[src/rtl/thermtrip_pkg.sv]
package thermtrip_pkg;

  // Cycle count of the arm window; never less than one cycle.
  function automatic int unsigned arm_cycles(input int unsigned mhz, input int unsigned us);
    int unsigned n;
    n = mhz * us;
    return (n < 1) ? 1 : n;
  endfunction

  // Bits needed to hold a value without wrap.
  function automatic int unsigned bits_for(input int unsigned v);
    return (v < 2) ? 1 : $clog2(v + 1);
  endfunction

endpackage

[src/rtl/thermtrip_sync.sv]
module thermtrip_sync #(
  parameter int unsigned STAGES = 2
) (
  input  logic clk,
  input  logic d_i,
  output logic q_o
);
  localparam int unsigned N = (STAGES < 1) ? 1 : STAGES;

  logic [N-1:0] chain;

  always_ff @(posedge clk) chain[0] <= d_i;

  generate
    for (genvar s = 1; s < N; s++) begin : g_stage
      always_ff @(posedge clk) chain[s] <= chain[s-1];
    end
  endgenerate

  assign q_o = chain[N-1];
endmodule

[src/rtl/thermtrip_arm_timer.sv]
module thermtrip_arm_timer #(
  parameter int unsigned CYCLES = 1250
) (
  input  logic clk,
  input  logic run_i,
  output logic armed_o
);
  localparam int unsigned CW = thermtrip_pkg::bits_for(CYCLES);
  localparam logic [CW-1:0] LAST = CW'(CYCLES);

  logic [CW-1:0] cnt;

  always_ff @(posedge clk) begin
    if (!run_i)           cnt <= '0;
    else if (cnt != LAST) cnt <= cnt + CW'(1);
  end

  assign armed_o = (cnt == LAST);
endmodule

[src/rtl/thermtrip_compare.sv]
module thermtrip_compare #(
  parameter int unsigned TEMP_W = 8,
  parameter int unsigned OFFSET = 20
) (
  input  logic              clk,
  input  logic [TEMP_W-1:0] temp_i,
  input  logic [TEMP_W-1:0] limit_i,
  output logic              hot_o
);
  localparam int unsigned OW = thermtrip_pkg::bits_for(OFFSET);
  localparam int unsigned SW = ((TEMP_W > OW) ? TEMP_W : OW) + 1;

  logic [SW-1:0] thr;

  // Widened sum: a threshold past the code range can never be reached.
  assign thr = SW'(limit_i) + SW'(OFFSET);

  always_ff @(posedge clk) hot_o <= (SW'(temp_i) >= thr);
endmodule

[src/rtl/thermtrip_latch.sv]
module thermtrip_latch (
  input  logic clk,
  input  logic pg_i,
  input  logic armed_i,
  input  logic hot_i,
  output logic trip_o,
  output logic stop_o
);
  always_ff @(posedge clk) begin
    if (!pg_i) begin
      trip_o <= 1'b0;
      stop_o <= 1'b0;
    end else if (armed_i && hot_i) begin
      trip_o <= 1'b1;
      stop_o <= 1'b1;
    end
  end
endmodule

[src/rtl/thermtrip_guard.sv]
module thermtrip_guard #(
  parameter int unsigned CLK_MHZ     = 125,
  parameter int unsigned ARM_US      = 10,
  parameter int unsigned TEMP_W      = 8,
  parameter int unsigned TRIP_OFFSET = 20,
  parameter int unsigned SYNC_STAGES = 2
) (
  input  logic              clk,
  input  logic              pwr_good_i,
  input  logic [TEMP_W-1:0] temp_code_i,
  input  logic [TEMP_W-1:0] temp_max_i,
  output logic              trip_o,
  output logic              clk_stop_o
);
  localparam int unsigned ARM_CYCLES = thermtrip_pkg::arm_cycles(CLK_MHZ, ARM_US);

  logic pg_q;
  logic armed;
  logic hot_q;

  thermtrip_sync #(.STAGES(SYNC_STAGES)) i_sync (
    .clk (clk),
    .d_i (pwr_good_i),
    .q_o (pg_q)
  );

  thermtrip_arm_timer #(.CYCLES(ARM_CYCLES)) i_timer (
    .clk     (clk),
    .run_i   (pg_q),
    .armed_o (armed)
  );

  thermtrip_compare #(.TEMP_W(TEMP_W), .OFFSET(TRIP_OFFSET)) i_cmp (
    .clk     (clk),
    .temp_i  (temp_code_i),
    .limit_i (temp_max_i),
    .hot_o   (hot_q)
  );

  thermtrip_latch i_latch (
    .clk     (clk),
    .pg_i    (pg_q),
    .armed_i (armed),
    .hot_i   (hot_q),
    .trip_o  (trip_o),
    .stop_o  (clk_stop_o)
  );
endmodule

[config.mk]
export PLATFORM = sky130hd
export DESIGN_NAME = thermtrip_guard
export DESIGN_NICKNAME = d
export VERILOG_FILES = /design/src/rtl/thermtrip_pkg.sv /design/src/rtl/thermtrip_sync.sv /design/src/rtl/thermtrip_arm_timer.sv /design/src/rtl/thermtrip_compare.sv /design/src/rtl/thermtrip_latch.sv /design/src/rtl/thermtrip_guard.sv
export SDC_FILE = /design/constraint.sdc
export NUM_CORES = 1
export LEC_CHECK = 0
export BUFFER_PORTS_ARGS = -buffer_cell sky130_fd_sc_hd__buf_2
export CORE_ASPECT_RATIO = 1.5
export CORE_UTILIZATION = 37
export CTS_CLUSTER_DIAMETER = 100
export DETAILED_ROUTE_END_ITERATION = 16
export SLEW_MARGIN = 0
export SYNTH_ARGS = -nofsm -noshare
export SYNTH_HDL_FRONTEND = slang
export SYNTH_HIERARCHICAL = 1
export SYNTH_SLANG_ARGS = --single-unit
[constraint.sdc]
create_clock -name clk -period 1.8 [get_ports clk]
set_input_delay 0.27 -clock clk [delete_from_list [all_inputs] [get_ports clk]]
set_output_delay 0.27 -clock clk [all_outputs]
set_load 0.05 [all_outputs]
**Word-level counts from Yosys, hierarchy flattened**

Index checks and enable logic that the tools add are counted.

- Register bits after elaboration: 15
- Input port bits: 18
- Output and inout port bits: 2
- Logic and storage cells: 11

- $add $sub $neg: 2
- Order comparisons: 1
- Equality and inequality tests: 2
- Reduce and logical (&&, ||, !) cells: 1

Operator list:

| kind | count |
|---|---|
| 11-bit by 1-bit adder with 11-bit output (second input constant) | 1 |
| 11-bit equality test (second input constant) | 1 |
| 11-bit != test (second input constant) | 1 |
| 8-bit by 5-bit adder with 9-bit output (second input constant) | 1 |
| 8-bit by 9-bit greater-or-equal comparator with 1-bit output | 1 |
| 1-bit logical AND | 1 |

**Logic depth before layout (Yosys ltp)**

- Depth in word-level cells: 2
- Mapped depth: 8
- Gate-level depth less buffers: 8

**Hierarchy**

Netlist, hierarchy kept.

By module, submodules not included:

| module | instances | cells an instance | area each (um2) | seq. area each (um2) |
|---|---|---|---|---|
| thermtrip_arm_timer | 1 | 60 | 545.5 | 220.2 |
| thermtrip_compare | 1 | 33 | 266.5 | 20.0 |
| thermtrip_sync | 1 | 2 | 40.0 | 40.0 |
| thermtrip_latch | 1 | 4 | 38.8 | 20.0 |

**Worst setup path after synthesis**

Ideal clock, no wire load.

- Path kind: input -> register
- Start: in temp_max_i[2]
- End: reg i_cmp.hot_o
- Library setup time: 70 ps
- Arrival: 1,561 ps
- Required time: 1,730 ps
- Setup slack: 169 ps
- Stages on the path: 7
- Buffers on the path: 0
- Cells stage by stage: ha_1 -> o21ai_0 -> xor2_1 -> ha_1 -> nand4_1 -> or3_1 -> a21oi_1

- Cells in the longest elaborated chain, start to end: 2

RTL lines:

| element | RTL line | RTL |
|---|---|---|
| from (decl) | thermtrip_guard.sv:11 | `input logic [TEMP_W-1:0] temp_max_i,` |
| 8-bit by 5-bit adder with 9-bit output | thermtrip_compare.sv:16 | `assign thr = SW'(limit_i) + SW'(OFFSET);` |
| 8-bit by 9-bit greater-or-equal comparator with 1-bit output | thermtrip_compare.sv:18 | `always_ff @(posedge clk) hot_o <= (SW'(temp_i) >= thr);` |
| to (signal assigned) | thermtrip_compare.sv:18 |  |
| to (decl) | thermtrip_compare.sv:8 | `output logic hot_o` |

No other way between the ends.
A chain may end at the register's enable or synchronous reset.

**Final worst setup path**

- Start: reg i_timer.cnt[0]
- End: reg i_timer.cnt[10]

- Cells in the longest elaborated chain, start to end: 1
- Elaborated cells on any way between the ends: 2
- Those cells by class: add/sub: 1; eq/ne: 1

RTL lines:

| element | RTL line | RTL |
|---|---|---|
| from (decl) | thermtrip_arm_timer.sv:11 | `logic [CW-1:0] cnt;` |
| from (signal assigned) | thermtrip_arm_timer.sv:15 | `else if (cnt != LAST) cnt <= cnt + CW'(1);` |
| 11-bit by 1-bit adder with 11-bit output / 11-bit != test (equally long branches) | thermtrip_arm_timer.sv:15 |  |

Several ways; a longest one is shown, not always the timed one.

==> qor.csv <==
metric,value,unit
met2 Use GR,26.56,%
Die Height,62.10,um
Pwr per Cell Area,626.9,mW/mm2
CP Capture Type,flip-flop,
Core Area,0.002260,mm2
overall die area,0.002612,mm2
Hold Path End,i_sync/chain[0],
most frequent cells in the layout,"buf_2 (19), dfxtp_1 (15), ha_1 (11)",
hold path startpoint,pwr_good_i,
fmax,648.7,MHz
first-pass GRT wire length,2697,um
fin area,0.001039,mm2
sequential power share,54.7,%
DRC violations left,0,
Final Hold Viols,0,
Synth Instances,99,
clk slew on worst S/H paths,90,ps
post-CTS sizing,0,
status,"finished, final reports clean",
switch share,26.38,%
number of vias in the routed layout,763,
share of cells above drive strength 1,23.97,%
Min Hold Slack,77.98,ps
hold depth,1,
fin crit share,85.64,%
total power,651.0,uW
Area growth syn-to-layout,16.57,%
critical path class,reg2reg,
Worst Tran Pin Value,271.1,ps
drt initial violations,6,
CTS Buffer Depth,2,
crit start category,flip-flop,
R2R Setup Slk,260,ps
"Slew Viols, Final",0,
count of final setup violators,0,
Detail Placement HPWL,1318,um
Die Wd,42.07,um
P_sw,171.7,uW
I/O pin total,20,
Mapped Area,890.9,um2
via/cell ratio,5.299,
largest net degree at the start of global routing,10,
placed cell area,0.001011,mm2
Peak VDD IR,0.0003783,V
Most Crowded Layer GR,met2,
remaining antenna violation count,0,
CP Data Arrival Time,1770,ps
GR met1 Demand/Resource,14.64,%
Clock Power Share,29.6,%
Worst Path Required,2030,ps
YS warnings,6,
post-synthesis sequential area ratio,33.71,%
Mapped Nets,128,
clock sink count,15,
Mean Syn Cell Area,8.999,um2
R2R cell count,4,
CTS buffer count,3,
Initial Utilization,39.42,%
postcts setup bufs,0,
R2R Path Start,i_timer/cnt[0],
utilization after layout,45.96,%
Logic pwr share,15.7,%
met3 usage,2.601,%
RSZ-0062 raised after global routing,no,
initial antenna violation count,0,
number of synthesized register bits,15,
drt pass-1 iters,4,
r2r endpoint,i_timer/cnt[10],
Final min period,1542,ps
Avg WL per Cell,11.08,um
skew final,7.779,ps
Core Rows,21,
grt ovf,0,
IO buf count,19,
latest clock arrival within the worst-skew pair,280,ps
library cells used by synthesis,31,
TritonCTS clock tree,done,
"most common cell after layout, fill and taps aside",buf_2,
slew margin rel.,81.90,%
number of global-route vias before repair,698,
global-route usage over all layers,13.64,%
Hold Crit Class,in2reg,
max cap viols,0,
Total Wirelength,1596,um
hold buffer count at cts,0,
Routability Congestion,0.6615,
filler instances,241,
LEAKAGE,0.0004398,uW
n_diodes,0,
CTS root buffer,clkbuf_4,
Worst Path Max Fanout,6,
Int Power,479.3,uW
net count of the finished layout,151,
H-tree lvl count,1,
-- how the worst max path moves through the flow --
stage / slack (ps) / cells after the start / from / endpoint
after CTS: 240 / 4 / i_timer/cnt[0] / i_timer/cnt[10]
after global placement: 3 / 8 / temp_max_i[2] / i_cmp/hot_o
after detailed placement: -40 / 8 / temp_max_i[2] / i_cmp/hot_o
final: 260 / 4 / i_timer/cnt[0] / i_timer/cnt[10]
after global routing: 140 / 8 / temp_max_i[2] / i_cmp/hot_o
after floorplan: 170 / 7 / temp_max_i[2] / i_cmp/hot_o
-- cells in the mapped netlist, drive strengths merged --
library cell | count | share of area (%)
xnor2 | 1 | 0.98
buf | 1 | 0.84
o2111ai | 1 | 0.98
nor3 | 2 | 2.4
dfxtp | 15 | 34
o21a | 1 | 0.84
nand2 | 7 | 2.9
nor2b | 1 | 0.70
nand3 | 4 | 2.8
nand4bb | 1 | 1.3
a21oi | 8 | 4.5
nand3b | 2 | 1.7
nand4 | 3 | 2.8
o31ai | 2 | 1.7
nor2 | 5 | 2.1
a211oi | 2 | 1.7
nand2b | 2 | 1.4
inv | 6 | 2.5
or4 | 2 | 1.7
o31a | 1 | 0.98
mux2i | 2 | 2.2
ha | 11 | 15
clkbuf | 1 | 0.42
o21ai | 7 | 3.9
xor2 | 5 | 4.9
or3 | 5 | 3.8
nor4 | 1 | 0.70
-- cell families after synthesis --
kind of cell / after synthesis / synth area share, %
multiplexers: 2 / 2.247
flip-flops: 15 / 33.71
adder cells (fa/ha/maj): 11 / 15.45
XOR/XNOR: 6 / 5.899
buffers and inverters: 8 / 3.792
AND/OR/NAND/NOR: 35 / 24.30
AO/OA/AOI/OAI: 22 / 14.61
-- flip-flops by register name, summed over array words and instances, names as in the netlist --
signal,cells
i_sync/q_o,1
i_latch/trip_o,1
i_timer/cnt,11
i_sync/chain,1
i_cmp/hot_o,1
-- stage by stage --
step                TNS, ps  cells  setup WS [ps]
floorplan                 0     99          169.4
global placement          0    140          2.822
detailed placement   -40.71    140         -40.71
CTS                       0    144          244.4
global route              0    144          138.1
finish                    0    144          258.4
-- power groups by stage --
stage,combinational (uW),clock [uW],sequential [uW]
after floorplan,67.1,0,359
after global placement,101,0,364
after detailed placement,104,0,364
after CTS,105,201,357
after global routing,121,218,358
final,102,192,356
-- routing by layer --
metal,vias to the layer above,wire length (um)
met5,-,0
li1,403,-
met1,343,683
met3,2,41
met4,0,19
met2,15,851
-- area by class of cell --
cell class	count	area [um2]	area share (%)
multi-input cells	76	556.8	53.61
flip-flops and latches	15	300.3	28.92
repair buffers	20	102.6	9.879
well taps	23	28.78	2.771
clock buffers	3	22.52	2.169
inverters	6	22.52	2.169
clock inverters	1	5.005	0.4819
-- critical path, cell delays in order, from the launching register on --
cell	delay, ps
dfxtp_1	410
ha_1	260
nand4_2	180
or4_1	490
a21oi_1	140
No activity file was read; power rests on OpenSTA's default activity.
